--- src/rtl/serdev_pkg.sv ---
package serdev_pkg;
  localparam int PIN_DAT   = 0;
  localparam int PIN_DDIR  = 1;
  localparam int PIN_SCK   = 2;
  localparam int PIN_PULSE = 3;
  localparam int PIN_SEL0  = 4;
  localparam int NSEL      = 3;
  localparam int CTL_SCKEN = 4;
  localparam int CTL_SEL0  = 1;
  localparam int NPAD      = 2 + NSEL;
endpackage

--- src/rtl/serdev_sync.sv ---
module serdev_sync #(
  parameter int W = 5
) (
  input  logic         clk,
  input  logic         rst_n,
  input  logic [W-1:0] d,
  output logic [W-1:0] q
);
  for (genvar i = 0; i < W; i++) begin : g_bit
    logic s1, s2;
    always_ff @(posedge clk or negedge rst_n) begin
      if (!rst_n) begin
        s1 <= 1'b0;
        s2 <= 1'b0;
      end else begin
        s1 <= d[i];
        s2 <= s1;
      end
    end
    assign q[i] = s2;
  end
endmodule

--- src/rtl/serdev_pulse.sv ---
module serdev_pulse #(
  parameter int LEN = 2
) (
  input  logic clk,
  input  logic rst_n,
  input  logic fire,
  output logic active
);
  localparam int CW = $clog2(LEN + 1);
  localparam logic [CW-1:0] LOADV = CW'(LEN);

  logic [CW-1:0] cnt_q, cnt_d;
  logic          cnt_en;

  always_comb begin
    cnt_en = fire || (cnt_q != '0);
    cnt_d  = fire ? LOADV : cnt_q - 1'b1;
  end

  always_ff @(posedge clk or negedge rst_n) begin
    if (!rst_n)      cnt_q <= '0;
    else if (cnt_en) cnt_q <= cnt_d;
  end

  assign active = (cnt_q != '0);
endmodule

--- src/rtl/serdev_regs.sv ---
module serdev_regs
  import serdev_pkg::*;
(
  input  logic       clk,
  input  logic       rst_n,
  input  logic       wr_en,
  input  logic       wr_sel,
  input  logic [7:0] wr_data,
  output logic [6:0] pin_q,
  output logic [4:1] ctl_q,
  output logic       pin_wr
);
  logic [6:0] pin_d;
  logic [4:1] ctl_d;
  logic       ctl_wr;

  always_comb begin
    pin_wr = wr_en && !wr_sel;
    ctl_wr = wr_en &&  wr_sel;
    pin_d  = wr_data[6:0];
    ctl_d  = wr_data[4:1];
  end

  always_ff @(posedge clk or negedge rst_n) begin
    if (!rst_n)      pin_q <= '0;
    else if (pin_wr) pin_q <= pin_d;
  end

  always_ff @(posedge clk or negedge rst_n) begin
    if (!rst_n)      ctl_q <= '0;
    else if (ctl_wr) ctl_q <= ctl_d;
  end
endmodule

--- src/rtl/serdev_port.sv ---
module serdev_port
  import serdev_pkg::*;
#(
  parameter int PULSE_LEN = 2
) (
  input  logic       clk,
  input  logic       rst_n,
  input  logic       wr_en,
  input  logic       wr_sel,
  input  logic [7:0] wr_data,
  input  logic       rd_sel,
  output logic [7:0] rd_data,
  output logic       sck_o,
  output logic       sck_oe,
  input  logic       sck_i,
  output logic       sdat_o,
  output logic       sdat_oe,
  input  logic       sdat_i,
  output logic [2:0] ssel_o,
  output logic [2:0] ssel_oe,
  input  logic [2:0] ssel_i
);
  // reset: asserted asynchronously, released on a clock edge
  logic rst_m, rst_q;
  always_ff @(posedge clk or negedge rst_n) begin
    if (!rst_n) begin
      rst_m <= 1'b0;
      rst_q <= 1'b0;
    end else begin
      rst_m <= 1'b1;
      rst_q <= rst_m;
    end
  end

  logic [6:0]      pin_q;
  logic [4:1]      ctl_q;
  logic            pin_wr;
  logic            pulse_on;
  logic [NPAD-1:0] pad_raw, pad_s;

  serdev_regs u_regs (
    .clk(clk), .rst_n(rst_q), .wr_en(wr_en), .wr_sel(wr_sel),
    .wr_data(wr_data), .pin_q(pin_q), .ctl_q(ctl_q), .pin_wr(pin_wr)
  );

  serdev_pulse #(.LEN(PULSE_LEN)) u_pulse (
    .clk(clk), .rst_n(rst_q), .fire(pin_wr), .active(pulse_on)
  );

  assign pad_raw = {ssel_i, sck_i, sdat_i};

  serdev_sync #(.W(NPAD)) u_sync (
    .clk(clk), .rst_n(rst_q), .d(pad_raw), .q(pad_s)
  );

  always_comb begin
    sck_oe  = ctl_q[CTL_SCKEN];
    sck_o   = pin_q[PIN_SCK] ^ (pin_q[PIN_PULSE] & pulse_on);
    sdat_oe = !pin_q[PIN_DDIR];
    sdat_o  = pin_q[PIN_DAT];
    for (int k = 0; k < NSEL; k++) begin
      ssel_oe[k] = ctl_q[CTL_SEL0 + k];
      ssel_o[k]  = !pin_q[PIN_SEL0 + k];
    end
  end

  always_comb begin
    rd_data = '0;
    if (rd_sel) begin
      rd_data[4:1] = ctl_q;
    end else begin
      rd_data[PIN_DAT]   = pad_s[0];
      rd_data[PIN_DDIR]  = pin_q[PIN_DDIR];
      rd_data[PIN_SCK]   = pad_s[1];
      rd_data[PIN_PULSE] = pin_q[PIN_PULSE];
      rd_data[6:4]       = pad_s[4:2];
    end
  end
endmodule

--- config.mk ---
export PLATFORM = sky130hd
export DESIGN_NAME = serdev_port
export DESIGN_NICKNAME = d
export VERILOG_FILES = /design/src/rtl/serdev_pkg.sv /design/src/rtl/serdev_sync.sv /design/src/rtl/serdev_pulse.sv /design/src/rtl/serdev_regs.sv /design/src/rtl/serdev_port.sv
export SDC_FILE = /design/constraint.sdc
export NUM_CORES = 1
export LEC_CHECK = 0
export ABC_AREA = 1
export BUFFER_PORTS_ARGS = -buffer_cell sky130_fd_sc_hd__buf_2
export CORE_UTILIZATION = 30
export DETAILED_ROUTE_END_ITERATION = 8
export PLACE_DENSITY_LB_ADDON = 0.3
export SLEW_MARGIN = 30
export SYNTH_ARGS = -nofsm -noshare
export SYNTH_HDL_FRONTEND = slang
export SYNTH_HIERARCHICAL = 1
export SYNTH_SLANG_ARGS = --single-unit
--- constraint.sdc ---
create_clock -name clk -period 0.9 [get_ports clk]
set_input_delay 0 -clock clk [delete_from_list [all_inputs] [get_ports clk]]
set_output_delay 0 -clock clk [all_outputs]
set_load 0.03 [all_outputs]
==> flow_summary_export.csv, run 1 <==
group,metric,value,unit
critical_path,worst_setup_path_start_kind,"flip-flop",
final_layout,area_growth,59.62,%
global_route,antenna_found_initial,0,
yosys,synth_area_leaders,"dfrtp_1 (60%), nand2_1 (11%), nand3_1 (6.3%), inv_1 (5.4%), buf_4 (4.3%)",
timing,min_period_over_period,142.1,%
timing,hold_viol_final,0,
detailed_routing,post-route-drc-count,0,
global_route,grt_max_degree,16,
floorplan,initial_core_util,31.20,%
floorplan,die_w,60.91,um
global_route,overflow,0,
detailed_routing,routed_via_density,4.091,
outcome,violations,"setup timing",
global_route,gr-usage-all-layers,13.74,%
power_and_ir_drop,power_frac_comb,45.5,%
placed_design,gp_congestion,0.7567,
floorplan,die_h,60.91,um
critical_path,reg2reg_depth,7,
critical_path,crit_type,"flip-flop to output pin",
critical_path,critPathMaxFanout,3,
outcome,status,"complete, but fails checks",
clocking,cts_root_buf,"clkbuf_4",
critical_path,worstSetupEndpointType,"output pin",
final_layout,layout_commonest_cell,"nand2_1",
detailed_routing,drtPass1Iterations,6,
global_route,grt_pass1_vias,856,
yosys,syn_inst,110,
job,drv_cap,0,
timing,period_needed,1.279,ns
timing,holdWs,0.03386,ns
power_and_ir_drop,clockPowerShare,14.5,%
power_and_ir_drop,switching_share,33.31,%
final_layout,layout_common_cells,"nand2_1 (27), dfrtp_1 (24), buf_4 (23)",
hold_path,hold_class,"primary input to flip-flop",
floorplan,die_area,3709,um^2
critical_path,reg2reg_to,"u_pulse/cnt_q[0]",
yosys,syn_nets,129,
timing,setup_slack,-0.3787,ns
clocking,clockBufferDepth,2,
detailed_routing,finalWirelength,2225,um
final_layout,fin_util,49.79,%
final_layout,num_antenna_cells,0,
detailed_routing,post_drt_wl_per_cell,10.11,um
floorplan,num_io_pins,36,
clocking,clk_pin_slew,0.13,ns
global_route,grt_pass1_wl,3677,um
power_and_ir_drop,p_per_area,2039,nW/um^2
power_and_ir_drop,p_sw,1.128,mW
critical_path,critPathLaunch,"u_pulse/cnt_q[1]",
timing,skew,0.007208,ns
clocking,cts_tree,"done",
yosys,ys_ff_latch,25,
placed_design,post-dp-hpwl,1409,um
clocking,numCtsBuffers,3,
critical_path,arrival,1.28,ns
detailed_routing,drtAntennaViolNets,0,
critical_path,required,0.90,ns
floorplan,core,3337,um^2
critical_path,endpoint,"sck_o",
final_layout,layout.nets,194,
yosys,synth_warnings,6,
clocking,clock-sinks,25,
yosys,yosys.area.top_type,"dfrtp_1",
yosys,syn_area,1041,um^2
floorplan,fp-row-count,21,
power_and_ir_drop,finalPower,3.388,mW
power_and_ir_drop,internal_power,2.260,mW
clocking,clock_latency,0.31,ns
placed_design,port_buffers,33,
yosys,ys_types,16,
timing,maxSlewViolCount,0,
clocking,htreeDepth,1,
detailed_routing,drt_iter0_markers,18,
power_and_ir_drop,leakage,0.8888,nW
yosys,syn-mean-instance-area,9.464,um^2
final_layout,drive_gt1_share,44.83,%
timing,setup_viol,12,
critical_path,rrSetupSlack,-0.22,ns
yosys,synth_top_cell_area_share,60.10,%
power_and_ir_drop,pwr-share-seq,40.1,%
power_and_ir_drop,peakVddDrop,0.0008385,V
critical_path,r2r-start,"u_pulse/cnt_q[1]",
yosys,ys_seq_area_share,60.10,%
timing,max_freq,0.7820,GHz
timing,rsz0062_at_grt,"yes",
detailed_routing,vias,900,
## worst min-delay path by stage
stage	end	startpoint	cells past startpoint	slack, ns
after floorplan	rst_m	rst_n	0	-0.30
after global placement	rst_m	rst_n	1	-0.21
after detailed placement	rst_m	rst_n	1	-0.21
after CTS	u_regs/pin_q[6]	wr_sel	4	0.01
after global routing	u_regs/ctl_q[4]	wr_en	3	0.03
final	u_regs/pin_q[6]	wr_sel	4	0.03
## logic make-up (layout without fill, tap and decap cells)
kind of cell / count (synthesis) / after routing / synth area share [%]
DFF: 25 / 25 / 60.10
other: 2 / 2 / 0.7214
buffers and inverters: 26 / 90 / 12.98
and+or+nand+nor: 52 / 52 / 22.72
adders and majority gates: 1 / 1 / 1.202
AOI/OAI and AO/OA: 4 / 4 / 2.283
## sequential cells by signal (all words and copies together) (netlist names)
| register | count |
|---|---|
| rst_m | 1 |
| rst_q | 1 |
| u_pulse/cnt_q | 2 |
| u_regs/ctl_q | 4 |
| u_regs/pin_q | 7 |
| u_sync/g_bit.s1 | 5 |
| u_sync/g_bit.s2 | 5 |
## per-stage QoR
| stage | setup TNS [ns] | cells | worst slack [ns] | area, um^2 |
|---|---|---|---|---|
| floorplan | -0.02529 | 110 | -0.02529 | 1055 |
| global placement | -0.2262 | 187 | -0.08766 | 1255 |
| detailed placement | -0.3486 | 187 | -0.1255 | 1255 |
| CTS | -1.845 | 215 | -0.3799 | 1615 |
| global route | -2.630 | 220 | -0.4429 | 1662 |
| finish | -1.641 | 220 | -0.3787 | 1662 |
## cell usage after synthesis
| cell | count |
|---|---|
| nand2_4 | 1 |
| buf_6 | 2 |
| o21ai_1 | 2 |
| dfrtp_1 | 25 |
| nand2_2 | 2 |
| inv_1 | 15 |
| conb_1 | 2 |
| o21ai_2 | 1 |
| o21ai_0 | 1 |
| nor2_1 | 3 |
| buf_4 | 6 |
| nand2_1 | 31 |
| nand3_2 | 2 |
| nand3_1 | 13 |
| ha_1 | 1 |
| inv_2 | 3 |
## routing by layer
metal	track usage, %	vias to the layer above	share of wire [%]
li1	-	451	-
met1	16.87	430	42
met2	24.02	17	54
met3	2.132	2	3.0
met4	5.844	0	0.94
met5	0	-	0
## power by group through the flow
stage / Clock (mW) / Combinational [mW] / Sequential [mW]
2_1_floorplan: 0 / 0.564 / 1.41
3_3_place_gp: 0 / 0.903 / 1.35
3_5_place_dp: 0 / 0.940 / 1.36
4_1_cts: 0.531 / 1.38 / 1.35
5_1_grt: 0.564 / 1.68 / 1.37
6_report: 0.491 / 1.54 / 1.36
## timing repair
| action | in CTS | in global routing |
|---|---|---|
| gates resized for setup | 37 | 4 |
| pin swaps | 3 | 1 |
| hold buffers | 15 | 0 |
| gates cloned | 0 | 0 |
| setup endpoints to repair | 19 | 19 |
| hold endpoints to repair | 18 | 0 |
| buffers inserted | 10 | 5 |
## cell type report
| class | instances | area [um^2] |
|---|---|---|
| fill | 345 | 1675 |
| clock inverter | 1 | 7.507 |
| multi-input combinational | 59 | 316.6 |
| tap | 46 | 57.56 |
| inverter | 18 | 70.07 |
| clock buffer | 3 | 22.52 |
| timing repair buffer | 68 | 560.5 |
| sequential | 25 | 626.9 |
## worst max-delay path, stage by stage (launching register included)
cell	delay [ns]
dfrtp_1	0.42
inv_2	0.08
ha_4	0.14
inv_4	0.04
nand2_2	0.05
nand2_2	0.06
nand2_4	0.06
buf_6	0.12
No activity file was read; power rests on OpenSTA's default activity.
==> run 2: changes to the inputs <==
CELL_PAD_IN_SITES_DETAIL_PLACEMENT = 1   (was unset)
CELL_PAD_IN_SITES_GLOBAL_PLACEMENT = 2   (was unset)
CORE_UTILIZATION = 28   (was 30)
GPL_ROUTABILITY_DRIVEN = 0   (was unset)
==> run 2 against run 1 <==
- largest cell class unchanged
- register-to-register slack better by 0.07 ns
- sequential share of layout area up 1.1 points
- final area down 2.9%
- non-clock buffer count down 8
- worst setup slack better by 0.060 ns
- sequential cell count unchanged
- fmax up 5.0%
- hold slack better by 0.0061 ns
- routed wire length up 6.3%
- core utilization down 2.9 points
- the flow still finishes with violations (setup timing)
- clock skew down 0.0065 ns
==> flow_summary_export.csv, run 2 (same netlist as run 1, synthesis figures left out) <==
group,metric,value,unit
global_route,antenna_found_initial,0,
floorplan,die_w,62.98,um
timing,hold_viol_final,0,
timing,rsz0062_at_grt,"yes",
job,drv_cap,0,
timing,max_freq,0.8209,GHz
clocking,cts_tree,"done",
timing,skew,0.0007113,ns
final_layout,layout.nets,186,
detailed_routing,vias,885,
global_route,grt_max_degree,16,
detailed_routing,post-route-drc-count,0,
critical_path,reg2reg_depth,6,
clocking,clock_latency,0.26,ns
timing,setup_slack,-0.3182,ns
final_layout,layout_common_cells,"nand2_1 (26), dfrtp_1 (24), buf_4 (23)",
detailed_routing,drtPass1Iterations,3,
critical_path,crit_type,"flip-flop to output pin",
placed_design,port_buffers,33,
clocking,numCtsBuffers,3,
clocking,clockBufferDepth,2,
detailed_routing,drt_iter0_markers,19,
final_layout,largest_register_ffs,7,
power_and_ir_drop,peakVddDrop,0.0006760,V
final_layout,regArea,626.9,um^2
placed_design,dp.cells,187,
critical_path,worstSetupEndpointType,"output pin",
global_route,overflow,0,
critical_path,reg2reg_to,"u_pulse/cnt_q[0]",
final_layout,finalNonFillerCells,212,
final_layout,design_area,1614,um^2
timing,min_period_over_period,135.4,%
global_route,gr-usage-all-layers,13.66,%
hold_path,hold_class,"primary input to async pin",
final_layout,drive_gt1_share,44.58,%
detailed_routing,routed_via_density,4.175,
detailed_routing,wl_met3,77,um
critical_path,arrival,1.22,ns
floorplan,core,3442,um^2
critical_path,critPathMaxFanout,4,
final_layout,regMostFlops,"u_regs/pin_q",
floorplan,die_h,62.98,um
critical_path,critPathLaunch,"u_pulse/cnt_q[1]",
clocking,cts_root_buf,"clkbuf_8",
final_layout,layout_commonest_cell,"nand2_1",
power_and_ir_drop,leakage,0.8579,nW
detailed_routing,drtAntennaViolNets,0,
floorplan,initial_core_util,30.24,%
timing,setup_viol,7,
timing,period_needed,1.218,ns
outcome,violations,"setup timing",
critical_path,rrSetupSlack,-0.15,ns
clocking,clk_pin_slew,0.09,ns
placed_design,placed_area,1255,um^2
timing,maxSlewViolCount,0,
detailed_routing,m1WireLength,1016,um
clocking,htreeDepth,1,
detailed_routing,post_drt_wl_per_cell,11.16,um
global_route,grt_pass1_wl,4160,um
global_route,grt_pass1_vias,909,
critical_path,required,0.90,ns
final_layout,area_growth,55.05,%
critical_path,worst_setup_path_start_kind,"flip-flop",
final_layout,multiInputGateArea,344.1,um^2
floorplan,die_area,3966,um^2
floorplan,num_io_pins,36,
power_and_ir_drop,p_per_area,2142,nW/um^2
final_layout,reg_top3,"u_regs/pin_q x7, u_sync/g_bit.s1 x5, u_sync/g_bit.s2 x5",
placed_design,post-dp-hpwl,1670,um
final_layout,n_fill_cell,405,
detailed_routing,finalWirelength,2366,um
timing,tns,-0.9527,ns
critical_path,r2r-start,"u_pulse/cnt_q[1]",
final_layout,num_antenna_cells,0,
detailed_routing,highest_layer,"met4",
outcome,status,"complete, but fails checks",
detailed_routing,wl_met2,1257,um
floorplan,fp-row-count,21,
clocking,clock-sinks,25,
## run 2: per-layer routing
layer / vias up / GRT usage [%]
li1: 437 / -
met1: 427 / 16.01
met2: 19 / 24.60
met3: 2 / 2.190
met4: 0 / 5.233
met5: - / 0
## run 2: how the worst max path moves through the flow
stage | end | depth (start not counted) | slack (ns)
after CTS | sck_o | 6 | -0.32
final | sck_o | 7 | -0.32
after global routing | sck_o | 7 | -0.40
after global placement | sck_o | 7 | -0.10
after detailed placement | sck_o | 6 | -0.15
after floorplan | u_pulse/cnt_q[1] | 5 | -0.03
## run 2: final cells by class
class | count | area share, %
well taps | 46 | 3.566
multi-input cells | 59 | 21.32
clock inverters | 1 | 0.4651
inverters | 18 | 4.341
clock buffers | 3 | 2.558
repair buffers | 60 | 28.91
flip-flops and latches | 25 | 38.84
## run 2: worst max-delay path, cell delays in order (launching register included)
cell and delay [ns]:
dfrtp_1 0.38, inv_2 0.05, ha_4 0.16, inv_4 0.08, nand2_2 0.05, nand2_2 0.07, nand2_4 0.04, buf_6 0.13
## run 2: what timing repair did
action	in CTS	in global routing
gates resized for setup	21	23
endpoints found under the setup margin	12	17
hold buffers	13	0
pin swaps	2	4
setup buffers	7	3
endpoints found under the hold margin	18	0
## run 2: stage by stage
| step | util [%] | power [mW] | setup slack (ns) | hold slack [ns] |
|---|---|---|---|---|
| 4_1_cts | 44.78 | 3.295 | -0.3178 | 0.02452 |
| 3_5_place_dp | 36.46 | 2.300 | -0.1499 | -0.2108 |
| 5_1_grt | 46.89 | 3.704 | -0.3969 | 0.04156 |
| 6_report | 46.89 | 3.457 | -0.3182 | 0.03992 |
| 2_1_floorplan | - | 1.976 | -0.02529 | -0.2956 |
| 3_3_place_gp | 36.46 | 2.238 | -0.1006 | -0.2144 |
## run 2: where the power goes
group	switching [mW]	internal [mW]
Sequential	0.0899	1.26
Combinational	0.750	0.700
Clock	0.345	0.313
